===== src/rtl/srr_pkg.sv =====
`timescale 1ns/1ps
package srr_pkg;
  typedef logic [1:0] kind_t;
  localparam kind_t KIND_NOP = 2'd0;
  localparam kind_t KIND_RD  = 2'd1;
  localparam kind_t KIND_WR  = 2'd2;
  localparam kind_t KIND_DS  = 2'd3;
  // deepest read latency (pipelined return), in stages after capture
  localparam int unsigned MAX_LAT = 2;
endpackage


===== src/rtl/srr_kind_pipe.sv =====
`timescale 1ns/1ps
module srr_kind_pipe
  import srr_pkg::*;
#(
  parameter int unsigned DEPTH = MAX_LAT
) (
  input  logic                 clk,
  input  logic                 rst_n,
  input  kind_t                cur_i,
  output logic [DEPTH:0][1:0]  taps_o
);
  logic [DEPTH:1][1:0] stg_q;
  logic [DEPTH:1][1:0] stg_d;

  for (genvar i = 1; i <= DEPTH; i++) begin : g_stage
    if (i == 1) begin : g_head
      assign stg_d[i] = cur_i;
    end else begin : g_tail
      assign stg_d[i] = stg_q[i-1];
    end
  end

  always_ff @(posedge clk or negedge rst_n) begin
    if (!rst_n) begin
      stg_q <= '0;
    end else begin
      stg_q <= stg_d;
    end
  end

  assign taps_o[0]       = cur_i;
  assign taps_o[DEPTH:1] = stg_q;
endmodule


===== src/rtl/srr_data.sv =====
`timescale 1ns/1ps
module srr_data #(
  parameter int unsigned W = 36
) (
  input  logic         clk,
  input  logic         rst_n,
  input  logic         load_i,
  input  logic         flow_i,
  input  logic [W-1:0] arr_i,
  output logic [W-1:0] dout_o
);
  logic [W-1:0] data_q;
  logic [W-1:0] data_d;

  always_comb begin
    data_d = data_q;
    if (load_i) begin
      data_d = arr_i;
    end
  end

  always_ff @(posedge clk or negedge rst_n) begin
    if (!rst_n) begin
      data_q <= '0;
    end else begin
      data_q <= data_d;
    end
  end

  assign dout_o = flow_i ? arr_i : data_q;
endmodule


===== src/rtl/srr_drive.sv =====
`timescale 1ns/1ps
module srr_drive
  import srr_pkg::*;
#(
  parameter int unsigned DEPTH = MAX_LAT
) (
  input  logic [DEPTH:0][1:0] taps_i,
  input  logic                cfg_flow,
  input  logic                cfg_dcd,
  input  logic                oe_n,
  input  logic                sleep,
  output logic                drive_o
);
  localparam int unsigned SELW = $clog2(DEPTH + 1);

  logic [SELW-1:0] rd_sel;
  logic [SELW-1:0] ds_sel;
  logic            rd_valid;
  logic            ds_hit;
  logic            wr_hit;

  always_comb begin
    rd_sel   = cfg_flow ? SELW'(DEPTH - 1) : SELW'(DEPTH);
    ds_sel   = cfg_dcd ? rd_sel : rd_sel - SELW'(1);
    rd_valid = (taps_i[rd_sel] == KIND_RD);
    ds_hit   = (taps_i[ds_sel] == KIND_DS);
    wr_hit   = (taps_i[0] == KIND_WR);
    drive_o  = rd_valid & ~ds_hit & ~wr_hit & ~oe_n & ~sleep;
  end
endmodule


===== src/rtl/sync_rd_return.sv =====
`timescale 1ns/1ps
module sync_rd_return
  import srr_pkg::*;
#(
  parameter int unsigned W = 36
) (
  input  logic         clk,
  input  logic         rst_n,
  input  logic         cmd_rd,
  input  logic         cmd_wr,
  input  logic         cmd_desel,
  input  logic [W-1:0] arr_rdata,
  input  logic         cfg_flow,
  input  logic         cfg_dcd,
  input  logic         oe_n,
  input  logic         sleep,
  output logic [W-1:0] dq_out,
  output logic         dq_oe
);
  localparam int unsigned DEPTH = MAX_LAT;

  kind_t                cur_kind;
  logic [DEPTH:0][1:0]  taps;

  // deselect over write over read; sleep discards all
  always_comb begin
    if (sleep)          cur_kind = KIND_NOP;
    else if (cmd_desel) cur_kind = KIND_DS;
    else if (cmd_wr)    cur_kind = KIND_WR;
    else if (cmd_rd)    cur_kind = KIND_RD;
    else                cur_kind = KIND_NOP;
  end

  srr_kind_pipe #(.DEPTH(DEPTH)) u_pipe (
    .clk    (clk),
    .rst_n  (rst_n),
    .cur_i  (cur_kind),
    .taps_o (taps)
  );

  srr_data #(.W(W)) u_data (
    .clk    (clk),
    .rst_n  (rst_n),
    .load_i (taps[1] == KIND_RD),
    .flow_i (cfg_flow),
    .arr_i  (arr_rdata),
    .dout_o (dq_out)
  );

  srr_drive #(.DEPTH(DEPTH)) u_drive (
    .taps_i   (taps),
    .cfg_flow (cfg_flow),
    .cfg_dcd  (cfg_dcd),
    .oe_n     (oe_n),
    .sleep    (sleep),
    .drive_o  (dq_oe)
  );
endmodule


===== config.mk =====
export PLATFORM = sky130hd
export DESIGN_NAME = sync_rd_return
export DESIGN_NICKNAME = d
export VERILOG_FILES = /design/src/rtl/srr_pkg.sv /design/src/rtl/srr_kind_pipe.sv /design/src/rtl/srr_data.sv /design/src/rtl/srr_drive.sv /design/src/rtl/sync_rd_return.sv
export SDC_FILE = /design/constraint.sdc
export NUM_CORES = 1
export LEC_CHECK = 0
export BUFFER_PORTS_ARGS = -buffer_cell sky130_fd_sc_hd__buf_2
export CAP_MARGIN = 20
export CORE_UTILIZATION = 48
export DETAILED_ROUTE_END_ITERATION = 8
export HOLD_SLACK_MARGIN = 0.12
export PLACE_DENSITY = 0.8
export SLEW_MARGIN = 20
export SYNTH_ARGS = -nofsm -noshare
export SYNTH_HDL_FRONTEND = slang
export SYNTH_SLANG_ARGS = --single-unit

===== constraint.sdc =====
create_clock -name clk -period 2.13 [get_ports clk]
set_input_delay 0.3195 -clock clk [delete_from_list [all_inputs] [get_ports clk]]
set_output_delay 0.3195 -clock clk [all_outputs]
set_load 0.05 [all_outputs]

### Word level (Yosys, flattened, before mapping)

Cells that the tools add are included.

| word-level totals | value |
|---|---|
| register bits | 40 |
| input bits | 45 |
| word-level logic and storage cells | 29 |

| cells by class | value |
|---|---|
| $add $sub $neg | 1 |
| $lt $le $gt $ge | 2 |
| eq/ne operators | 4 |
| muxes and demuxes | 11 |
| bitwise gates (word level) | 8 |

Operators with widths:

| kind | number |
|---|---|
| 36-bit 2-to-1 mux | 1 |
| 2-bit 2-to-1 mux | 7 |
| 2-bit binary-select mux with 2-bit select | 2 |
| 2-bit by 3-bit less-than comparator with 1-bit output (second input constant) | 2 |
| 1-bit AND | 4 |
| 2-bit by 1-bit equality test with 1-bit output (second input constant) | 2 |
| 2-bit equality test (second input constant) | 2 |
| 1-bit NOT | 4 |
| 2-bit by 1-bit subtractor with 2-bit output (second input constant) | 1 |
| 1-bit 2-to-1 mux | 1 |

### Longest topological paths before layout

Gate-level depths: netlist of the first run.

| depth | value |
|---|---|
| depth in word-level cells | 12 |
| gate-level depth with buffers | 7 |
| mapped depth without buffers | 5 |

### Modules after synthesis

Synthesis of the first run repeated with hierarchy kept, for this count alone.

| second synthesis, totals | value |
|---|---|
| cell total of the unflattened synthesis | 140 |
| area, all modules | 2316.0 um^2 |

Modules (own cells, without submodules):

| module | instances | cells each | area an instance (um^2) | sequential area each (um^2) |
|---|---|---|---|---|
| srr_data | 1 | 116 | 2079.5 | 900.9 |
| srr_kind_pipe | 1 | 6 | 115.1 | 100.1 |
| srr_drive | 1 | 12 | 88.8 | 0.0 |
| sync_rd_return | 1 | 6 | 32.5 | 0.0 |

### Worst setup path before layout of the first run

No wires, ideal clock.

| timing | value |
|---|---|
| kind | input -> output |
| from | input cfg_flow |
| to | output dq_oe |
| data arrival time | 2.145 ns |
| path slack | -0.334 ns |
| stages on the path | 6 |
| path buffers | 2 |
| cell sequence | buf_4 > buf_4 > inv_1 > ha_1 > and4b_1 > nor4_2 |

| between the ends | value |
|---|---|
| cells in the longest elaborated chain, start to end | 11 |
| elaborated cells between the ends (all ways) | 14 |
| those cells by class | add/sub (1); eq/ne (2); mux (6); bitwise (5) |

Ends and longest elaborated chain:

| item | RTL line | RTL |
|---|---|---|
| start: declaration | sync_rd_return.sv:13 | `input logic cfg_flow,` |
| 2-bit 2-to-1 mux * | srr_drive.sv:23 | `rd_sel = cfg_flow ? SELW'(DEPTH - 1) : SELW'(DEPTH);` |
| 2-bit by 1-bit subtractor with 2-bit output | srr_drive.sv:24 | `ds_sel = cfg_dcd ? rd_sel : rd_sel - SELW'(1);` |
| 2-bit 2-to-1 mux | srr_drive.sv:24 |  |
| 2-bit binary-select mux with 2-bit select | srr_drive.sv:26 | `ds_hit = (taps_i[ds_sel] == KIND_DS);` |
| 2-bit 2-to-1 mux (implied by the code) | srr_drive.sv:26 |  |
| 2-bit equality test | srr_drive.sv:26 |  |
| 1-bit NOT | srr_drive.sv:28 | `drive_o = rd_valid & ~ds_hit & ~wr_hit & ~oe_n & ~sleep;` |
| 1-bit AND * (4 in a row) | srr_drive.sv:28 |  |
| end: declaration | sync_rd_return.sv:18 | `output logic dq_oe` |

Every way passes the cells marked *; elsewhere a longest branch is shown, timed or not. The select of a mux whose other input is x is not followed.

### Worst setup path after layout of the first run

Ends and elaborated chain as after synthesis.

==> flow_summary.toml, run 1 <==
[route]
post-route-drc-count = 0
wl_per_cell_um = 13.2
firstDrtPassIters = 3
post_drt_via_cell_ratio = 5.02
wl_um = 3620
ant_nets = 0
drt_iter0_drc = 28
vias = 1380

[clock_tree]
clkLatencyLatePin_ps = 280
cts_max_level = 2
cts_buffer_depth = 2
clk_pin_slew_worst_paths_ps = 70
post_cts_buffers = 0
clkSinkCount = 40
cts_tree = "done"
root_buffer = "clkbuf_8"
cts_buffers = 5

[synthesis]
yosys.cell_count.top_type = "mux2_2"
yosys.area.top_type = "dfrtp_1"
syn-instance-count = 137
synth_common_cells = "mux2_2, dfrtp_1, nor2_1"
ys_types = 18
yosys_warnings = 0
syn-cell-area_sq_um = 2000
async_flop_share_pct = 100
ys_ff_latch = 40
synth_top_area_share_pct = 49.9
ys_top_cells_by_area = "dfrtp_1, mux2_2, buf_6"
synth-edff-count = 0
avgSynthCellArea_sq_um = 14.6
yosys_most_used_dff = "dfrtp_1"
synth_nets = 183
yosysSeqAreaShare_pct = 49.9

[timing]
holdWs_ps = 214
drv_slew = 0
fin_crit_sh_pct = 87.1
worstMarginPinSlew_ps = 465
min_period_ps = 1860
skew_ps = 1.77
clock.fmax_mhz = 539
maxSlewHeadroom_pct = 69.0
rsz0062_at_grt = "false"
hold_viol = 0
tns_ps = 0
setup_viol = 0

[layout]
layout.nets = 270
seqCellArea_sq_um = 1000
multi_input_area_sq_um = 926
syn2layout_area_growth_pct = 27.1
fillers = 309
n_antenna_cell = 0
layout-drive-gt1-share_pct = 74.7

[worst_setup_path]
setup.worst_path.end = "dq_oe"
crit_path_max_fanout = 5
cp_data_required_time_ps = 1810
worstSetupPathType = "in2out"
r2r_start = "u_pipe.taps_o[3]$_DFF_PN0_"
start_kind = "input pin"
worst_r2r_path_depth = 3
worst-endpoint-arrival_ps = 1540
end_kind = "primary output"
regToRegSetupSlack_ps = 620
rr_endpoint = "u_data.data_q[26]$_DFFE_PN0N_"
crit_start = "cfg_flow"

[global_routing]
grt_pass1_vias = 1350
antenna_found_initial = 0
grtUsageTotal_pct = 17.8
grt_pass1_wl_um = 5860
grt_max_degree = 37
grt_overflow_total = 0

[place]
dpl.hpwl_um = 2670
gp_congestion = 0.701
io_buffers = 81

[pwr]
max-vdd-ir-drop_v = 0.000498
powerDensity_nw_per_um2 = 903
leakagePower_nw = 1.20

[die]
coreArea_sq_um = 4000
die-area_sq_um = 4440
ioPinCount = 82
initial_core_util_pct = 50.1
dieHeight_um = 66.6
core.rowCount = 23
die_width_um = 66.6

[flow_run]
cap_violations = 0

[min_path]
min-delay-path-class = "in2reg"

[outcome]
outcome = "completed"
[routing by layer]
layer  global-route usage (%)  part of all wire (%)
met1                     20.6                    43
met3                     6.34                   6.8
met5                        0                     0
met2                     30.8                    50
met4                     4.79                     0
[layout by cell type (no fill, tap or decap)]
master         netlist  layout
dlygate4sd3_1        0       1
o21ai_0              1       1
nor2b_4              1       1
buf_2                2      81
nor3b_1              1       1
clkbuf_1             0       2
clkbuf_8             0       6
ha_1                 1       1
nand2b_1             1       1
nand3_1              1       1
a21oi_2              1       1
buf_4                2       6
a21oi_1              2       2
inv_1                2       2
and4b_1              1       1
mux2_2              72      72
dfrtp_1             40      40
nor2_1               4       4
nor4_4               0       1
[worst min path at each step]
stage / depth (start not counted) / slack [ps] / from / endpoint
after detailed placement: 1 / 280 / rst_n / u_data.data_q[32]$_DFFE_PN0N_
after global routing: 2 / 200 / sleep / u_pipe.taps_o[3]$_DFF_PN0_
after global placement: 1 / 270 / rst_n / u_data.data_q[32]$_DFFE_PN0N_
after CTS: 2 / 200 / sleep / u_pipe.taps_o[3]$_DFF_PN0_
final: 2 / 210 / sleep / u_pipe.taps_o[3]$_DFF_PN0_
after floorplan: 0 / 20 / rst_n / u_data.data_q[0]$_DFFE_PN0N_
[stage by stage]
step                utilization (%)  worst slack [ps]  std cells  power (W)  cell area, sq um
floorplan                         -              4.62        137    0.00163              2010
global placement               61.2               278        266    0.00180              2450
detailed placement             61.2               269        266    0.00181              2450
CTS                            63.7               266        275    0.00233              2550
global route                   63.7               155        275    0.00243              2550
finish                         63.7               274        275    0.00230              2550
[logic make-up (layout without fill, tap and decap cells)]
kind of cell,count (synthesis),count (layout),share of synthesized area [%]
flops,40,40,49.9
compound gates,4,4,1.19
fa+ha+maj,1,1,0.624
mux,72,72,40.4
simple gates,10,10,3.50
buf+inv,10,98,4.31
[registers in the layout, summed over array words and instances, names as in the netlist]
register,count
u_data.data_q,36
u_pipe.taps_o,4
[worst max-delay path, stage by stage]
cell	delay [ps]
buf_2	130
inv_1	50
ha_1	300
nand2b_1	110
a21oi_1	90
nor4_4	240
buf_2	290
[power breakdown]
part	internal, W	total, W	switching, W
Sequential	0.000896	0.000961	0.0000650
Combinational	0.000304	0.000833	0.000529
Clock	0.000264	0.000506	0.000242
Total	0.00146	0.00230	0.000836
[cell type report]
class	count	share of cell area [%]
multi-input combinational	87	36.3
tap	50	2.46
sequential	40	39.3
clock buffer	8	3.54
timing repair buffer	88	18.1
inverter	2	0.295
[repair_timing]
item,in CTS,in global routing
hold endpoints to repair,17,0
hold buffers,1,0
resized for setup,0,0
(Power assumes the default switching activity.)
==> inputs of run 2 (changes only) <==
CORE_MARGIN = 2   (was not set)
CTS_CLUSTER_SIZE = 20   (was not set)
==> run 2 against run 1 <==
Net effect:
- core utilization shrank 0.38 points
- routed wire length up 0.61%
- die area grew 6.1%
- setup slack worse by 61 ps
- critical path depth unchanged
- sequential power hardly changed
- power shrank 0.21%
- via count fell by 0.94%
- sequential share of layout area is 0.23 points higher
- register-to-register slack gained 180 ps
- clock skew up 1.7 ps
- fmax decreased by 3.2%
==> flow_summary.toml, run 2 (synthesized netlist as in run 1, its figures left out) <==
[clock_tree]
hold_buffers = 1
clk_pin_slew_worst_paths_ps = 70
ctsResizeCount = 0
cts_buffer_depth = 2
cts_tree = "done"
cts_max_level = 2
root_buffer = "clkbuf_8"
cts_buffers = 5
post_cts_buffers = 0
clkSinkCount = 40
clkLatencyLatePin_ps = 290

[route]
ant_nets = 0
vias = 1367
firstDrtPassIters = 2
drt_iter0_drc = 35
wl_per_cell_um = 13.3
wl_um = 3640
post_drt_via_cell_ratio = 5.01
post-route-drc-count = 0

[timing]
skew_ps = 3.45
rsz0062_at_grt = "false"
min_period_ps = 1920
fin_crit_sh_pct = 90.0
holdWs_ps = 214
hold_viol = 0
setup_viol = 0
drv_slew = 0
worstMarginPinSlew_ps = 495
clock.fmax_mhz = 522
maxSlewHeadroom_pct = 67.0
tns_ps = 0

[pwr]
leakagePower_nw = 1.19
p_int_w = 0.00146
comb_power_share_pct = 36.1
seqPwrFrac_pct = 41.8
clkPwrFrac_pct = 22.1
max-vdd-ir-drop_v = 0.000569
p_sw_w = 0.000833
powerDensity_nw_per_um2 = 907
p_sw_share_pct = 36.3

[layout]
layout-drive-gt1-share_pct = 74.4
regMostFlops = "u_data.data_q"
syn2layout_area_growth_pct = 26.3
final_common_cell = "buf_2"
layout_common_cells = "buf_2, mux2_2, dfrtp_1"
layout.nets = 268
fillers = 326
largest_register_ffs = 36
layout.cells.non_filler = 273
n_antenna_cell = 0

[die]
core.rowCount = 23
initial_core_util_pct = 50.1
dieHeight_um = 68.6
ioPinCount = 82
die-area_sq_um = 4710
die_width_um = 68.6
coreArea_sq_um = 4000

[worst_setup_path]
regToRegSetupSlack_ps = 800
crit_start = "cfg_flow"
cp_top_family = "buffers and inverters"
cpMostUsedCell = "buf_2"
worstPathCellList = "buf_2 -> inv_1 -> ha_1 -> nand3_1 -> a21oi_1 -> nor4_4 -> buf_2"
cp_slowest_stage_delay_ps = 310
cp_slowest_cell = "ha_1"
setup.worst_path.end = "dq_oe"
r2r_start = "u_pipe.taps_o[3]$_DFF_PN0_"
worstSetupPathType = "in2out"
path_buf_inv = 3
start_kind = "input pin"
crit_path_max_fanout = 6
worst-endpoint-arrival_ps = 1600
end_kind = "primary output"
path_depth = 7
worst_r2r_path_depth = 3
cp_data_required_time_ps = 1810
rr_endpoint = "u_data.data_q[3]$_DFFE_PN0N_"

[global_routing]
grt_pass1_vias = 1298
antenna_found_initial = 0
grtUsageTotal_pct = 16.3
grt_max_degree = 41
grt_overflow_total = 0
grt_pass1_wl_um = 5610

[outcome]
outcome = "completed"

[place]
dp.cells = 264
gp_congestion = 0.729
dpl.hpwl_um = 2560
io_buffers = 81

[min_path]
min-delay-path-class = "in2reg"

[flow_run]
cap_violations = 0
run 2: cell types whose count changed in the layout (fill, tap and decap cells not counted):
cell,before,now
buf_4,6,4
run 2: area by class of cell:
cell class                 instances  area, sq um  area share (%)
sequential                        40         1000            39.5
multi-input combinational         87          926            36.6
timing repair buffer              86          445            17.6
clock buffer                       8         90.1            3.56
tap                               50         62.6            2.47
inverter                           2         7.51           0.296
run 2: worst min-delay path by stage:
| stage | endpoint | cells past startpoint | slack [ps] | from |
|---|---|---|---|---|
| finish | u_pipe.taps_o[2]$_DFF_PN0_ | 2 | 210 | sleep |
| global route | u_pipe.taps_o[2]$_DFF_PN0_ | 2 | 210 | sleep |
| CTS | u_pipe.taps_o[2]$_DFF_PN0_ | 2 | 200 | sleep |
| detailed placement | u_data.data_q[27]$_DFFE_PN0N_ | 2 | 400 | rst_n |
| global placement | u_pipe.taps_o[4]$_DFF_PN0_ | 0 | 400 | u_pipe.taps_o[2]$_DFF_PN0_ |
| floorplan | u_data.data_q[0]$_DFFE_PN0N_ | 0 | 20 | rst_n |
run 2: power by group through the flow:
stage / clock network (W) / registers, W / logic, W
2_1_floorplan: 0 / 0.000955 / 0.000673
3_3_place_gp: 0 / 0.000968 / 0.000827
3_5_place_dp: 0 / 0.000974 / 0.000832
4_1_cts: 0.000527 / 0.000961 / 0.000838
5_1_grt: 0.000557 / 0.000979 / 0.000879
6_report: 0.000507 / 0.000960 / 0.000829
run 2: through the flow:
| stage | power [W] | worst slack [ps] | area (sq um) | util [%] |
|---|---|---|---|---|
| after global placement | 0.00180 | 266 | 2430 | 60.8 |
| after detailed placement | 0.00181 | 204 | 2430 | 60.8 |
| after floorplan | 0.00163 | 4.62 | 2010 | - |
| after CTS | 0.00233 | 201 | 2530 | 63.3 |
| final | 0.00230 | 214 | 2530 | 63.3 |
| after global routing | 0.00242 | 131 | 2530 | 63.3 |
run 2: layer usage:
layer  track usage (%)  part of all wire, %  routed length (um)
met5                 0                    0                   0
met4              6.75                  1.2                  42
met3              5.19                  8.5                 311
met2              27.3                   46                1680
met1              19.2                   44                1610
==> inputs of run 3 (changes only) <==
RECOVER_POWER = 100   (was not set)
==> run 3 against run 2 <==
Net effect:
- critical path depth unchanged
- cell count unchanged
- clock-buffer cell count unchanged
- global-route usage unchanged
- combinational power down 0.6%
==> flow_summary.toml, run 3 (synthesized netlist as in run 1, its figures left out) <==
[layout]
n_antenna_cell = 0
regMostFlops = "u_data.data_q"
fillers = 330
largest_register_ffs = 36
final_common_cell = "mux2_2"
finalCoreUtilization_pct = 62.8
layout_common_cells = "mux2_2, buf_2, dfrtp_1"
multi_input_area_sq_um = 918
layout.nets = 268
seqCellArea_sq_um = 1000
syn2layout_area_growth_pct = 25.3
postLayoutCellArea_sq_um = 2510
layout-drive-gt1-share_pct = 72.2

[route]
vias = 1356
drt_iter0_drc = 35
wl_um = 3620
post-route-drc-count = 0
top_layer = "met4"
post_drt_via_cell_ratio = 4.97
firstDrtPassIters = 2
met2_length_um = 1650
ant_nets = 0
wl_met1_um = 1620
dr_wl_met3_um = 307
wl_per_cell_um = 13.3

[timing]
tns_ps = 0
rsz0062_at_grt = "false"
holdWs_ps = 214
clock.fmax_mhz = 518
worstMarginPinSlew_ps = 984
maxSlewHeadroom_pct = 34.4
drv_slew = 0
min_period_ps = 1930
skew_ps = 2.89
fin_crit_sh_pct = 90.6
setup_viol = 0
hold_viol = 0

[worst_setup_path]
cp_data_required_time_ps = 1810
crit_path_max_fanout = 6
worst-endpoint-arrival_ps = 1610
end_kind = "primary output"
start_kind = "input pin"
worst_r2r_path_depth = 3
crit_start = "cfg_flow"
worstSetupPathType = "in2out"
r2r_start = "u_pipe.taps_o[3]$_DFF_PN0_"

[global_routing]
grt_max_degree = 41
grt_overflow_total = 0
grt_pass1_vias = 1298
grtUsageTotal_pct = 16.3
grt_pass1_wl_um = 5610
antenna_found_initial = 0

[place]
gp_congestion = 0.729
place_area_sq_um = 2430
dpl.hpwl_um = 2560
io_buffers = 81

[clock_tree]
cts_max_level = 2
clk_pin_slew_worst_paths_ps = 70
clkSinkCount = 40
clkLatencyLatePin_ps = 290
root_buffer = "clkbuf_8"
post_cts_buffers = 0
hold_buffers = 1
cts_buffer_depth = 2
cts_buffers = 5
cts_tree = "done"
ctsResizeCount = 0

[die]
die_width_um = 68.6
initial_core_util_pct = 50.1
dieHeight_um = 68.6
ioPinCount = 82
core.rowCount = 23
coreArea_sq_um = 4000
die-area_sq_um = 4710

[min_path]
min-delay-path-class = "in2reg"
worstHoldPathCells = 2
min_from = "sleep"

[outcome]
outcome = "completed"

[flow_run]
cap_violations = 0

[pwr]
powerDensity_nw_per_um2 = 911
comb_power_share_pct = 36.0
seqPwrFrac_pct = 41.9
max-vdd-ir-drop_v = 0.000564
p_int_w = 0.00145
clkPwrFrac_pct = 22.1
p_sw_w = 0.000836
p_sw_share_pct = 36.5
leakagePower_nw = 1.18
[run 3: worst max-delay path, stage by stage]
cell and delay, ps:
buf_2 150, inv_1 60, ha_1 310, nand3_1 90, a21oi_1 100, nor4_4 270
clkbuf_2 320
[run 3: area by class of cell]
class | instances | share of cell area (%)
Clock buffer | 8 | 3.59
Inverter | 2 | 0.299
Multi-Input combinational cell | 87 | 36.6
Sequential cell | 40 | 39.8
Tap cell | 50 | 2.49
Timing Repair Buffer | 86 | 17.2
[run 3: routing by layer]
layer / up-vias / global-route usage, %
li1: 659 / -
met1: 637 / 19.2
met5: - / 0
met4: 0 / 6.75
met3: 6 / 5.19
met2: 54 / 27.3
[run 3: power by group through the flow]
stage / registers (W) / logic (W) / clock network [W]
3_5_place_dp: 0.000974 / 0.000832 / 0
3_3_place_gp: 0.000968 / 0.000827 / 0
5_1_grt: 0.000978 / 0.000874 / 0.000557
6_report: 0.000959 / 0.000824 / 0.000507
2_1_floorplan: 0.000955 / 0.000673 / 0
4_1_cts: 0.000961 / 0.000838 / 0.000527
[run 3: final timing paths]
kind | slack (ps) | end
worst max-delay path | 200 | dq_oe
worst min-delay path | 210 | u_pipe.taps_o[2]$_DFF_PN0_
worst max register to register | 260 | u_data.data_q[21]$_DFFE_PN0N_
worst min register to register | 410 | u_pipe.taps_o[4]$_DFF_PN0_
max in group asynchronous | 730 | u_data.data_q[17]$_DFFE_PN0N_
min in group asynchronous | 800 | u_data.data_q[33]$_DFFE_PN0N_
[run 3: metrics by stage]
step	cells	setup WS (ps)	power, W
after floorplan	137	4.62	0.00163
after global placement	264	266	0.00180
after detailed placement	264	204	0.00181
after CTS	273	201	0.00233
after global routing	273	92.1	0.00241
final	273	199	0.00229
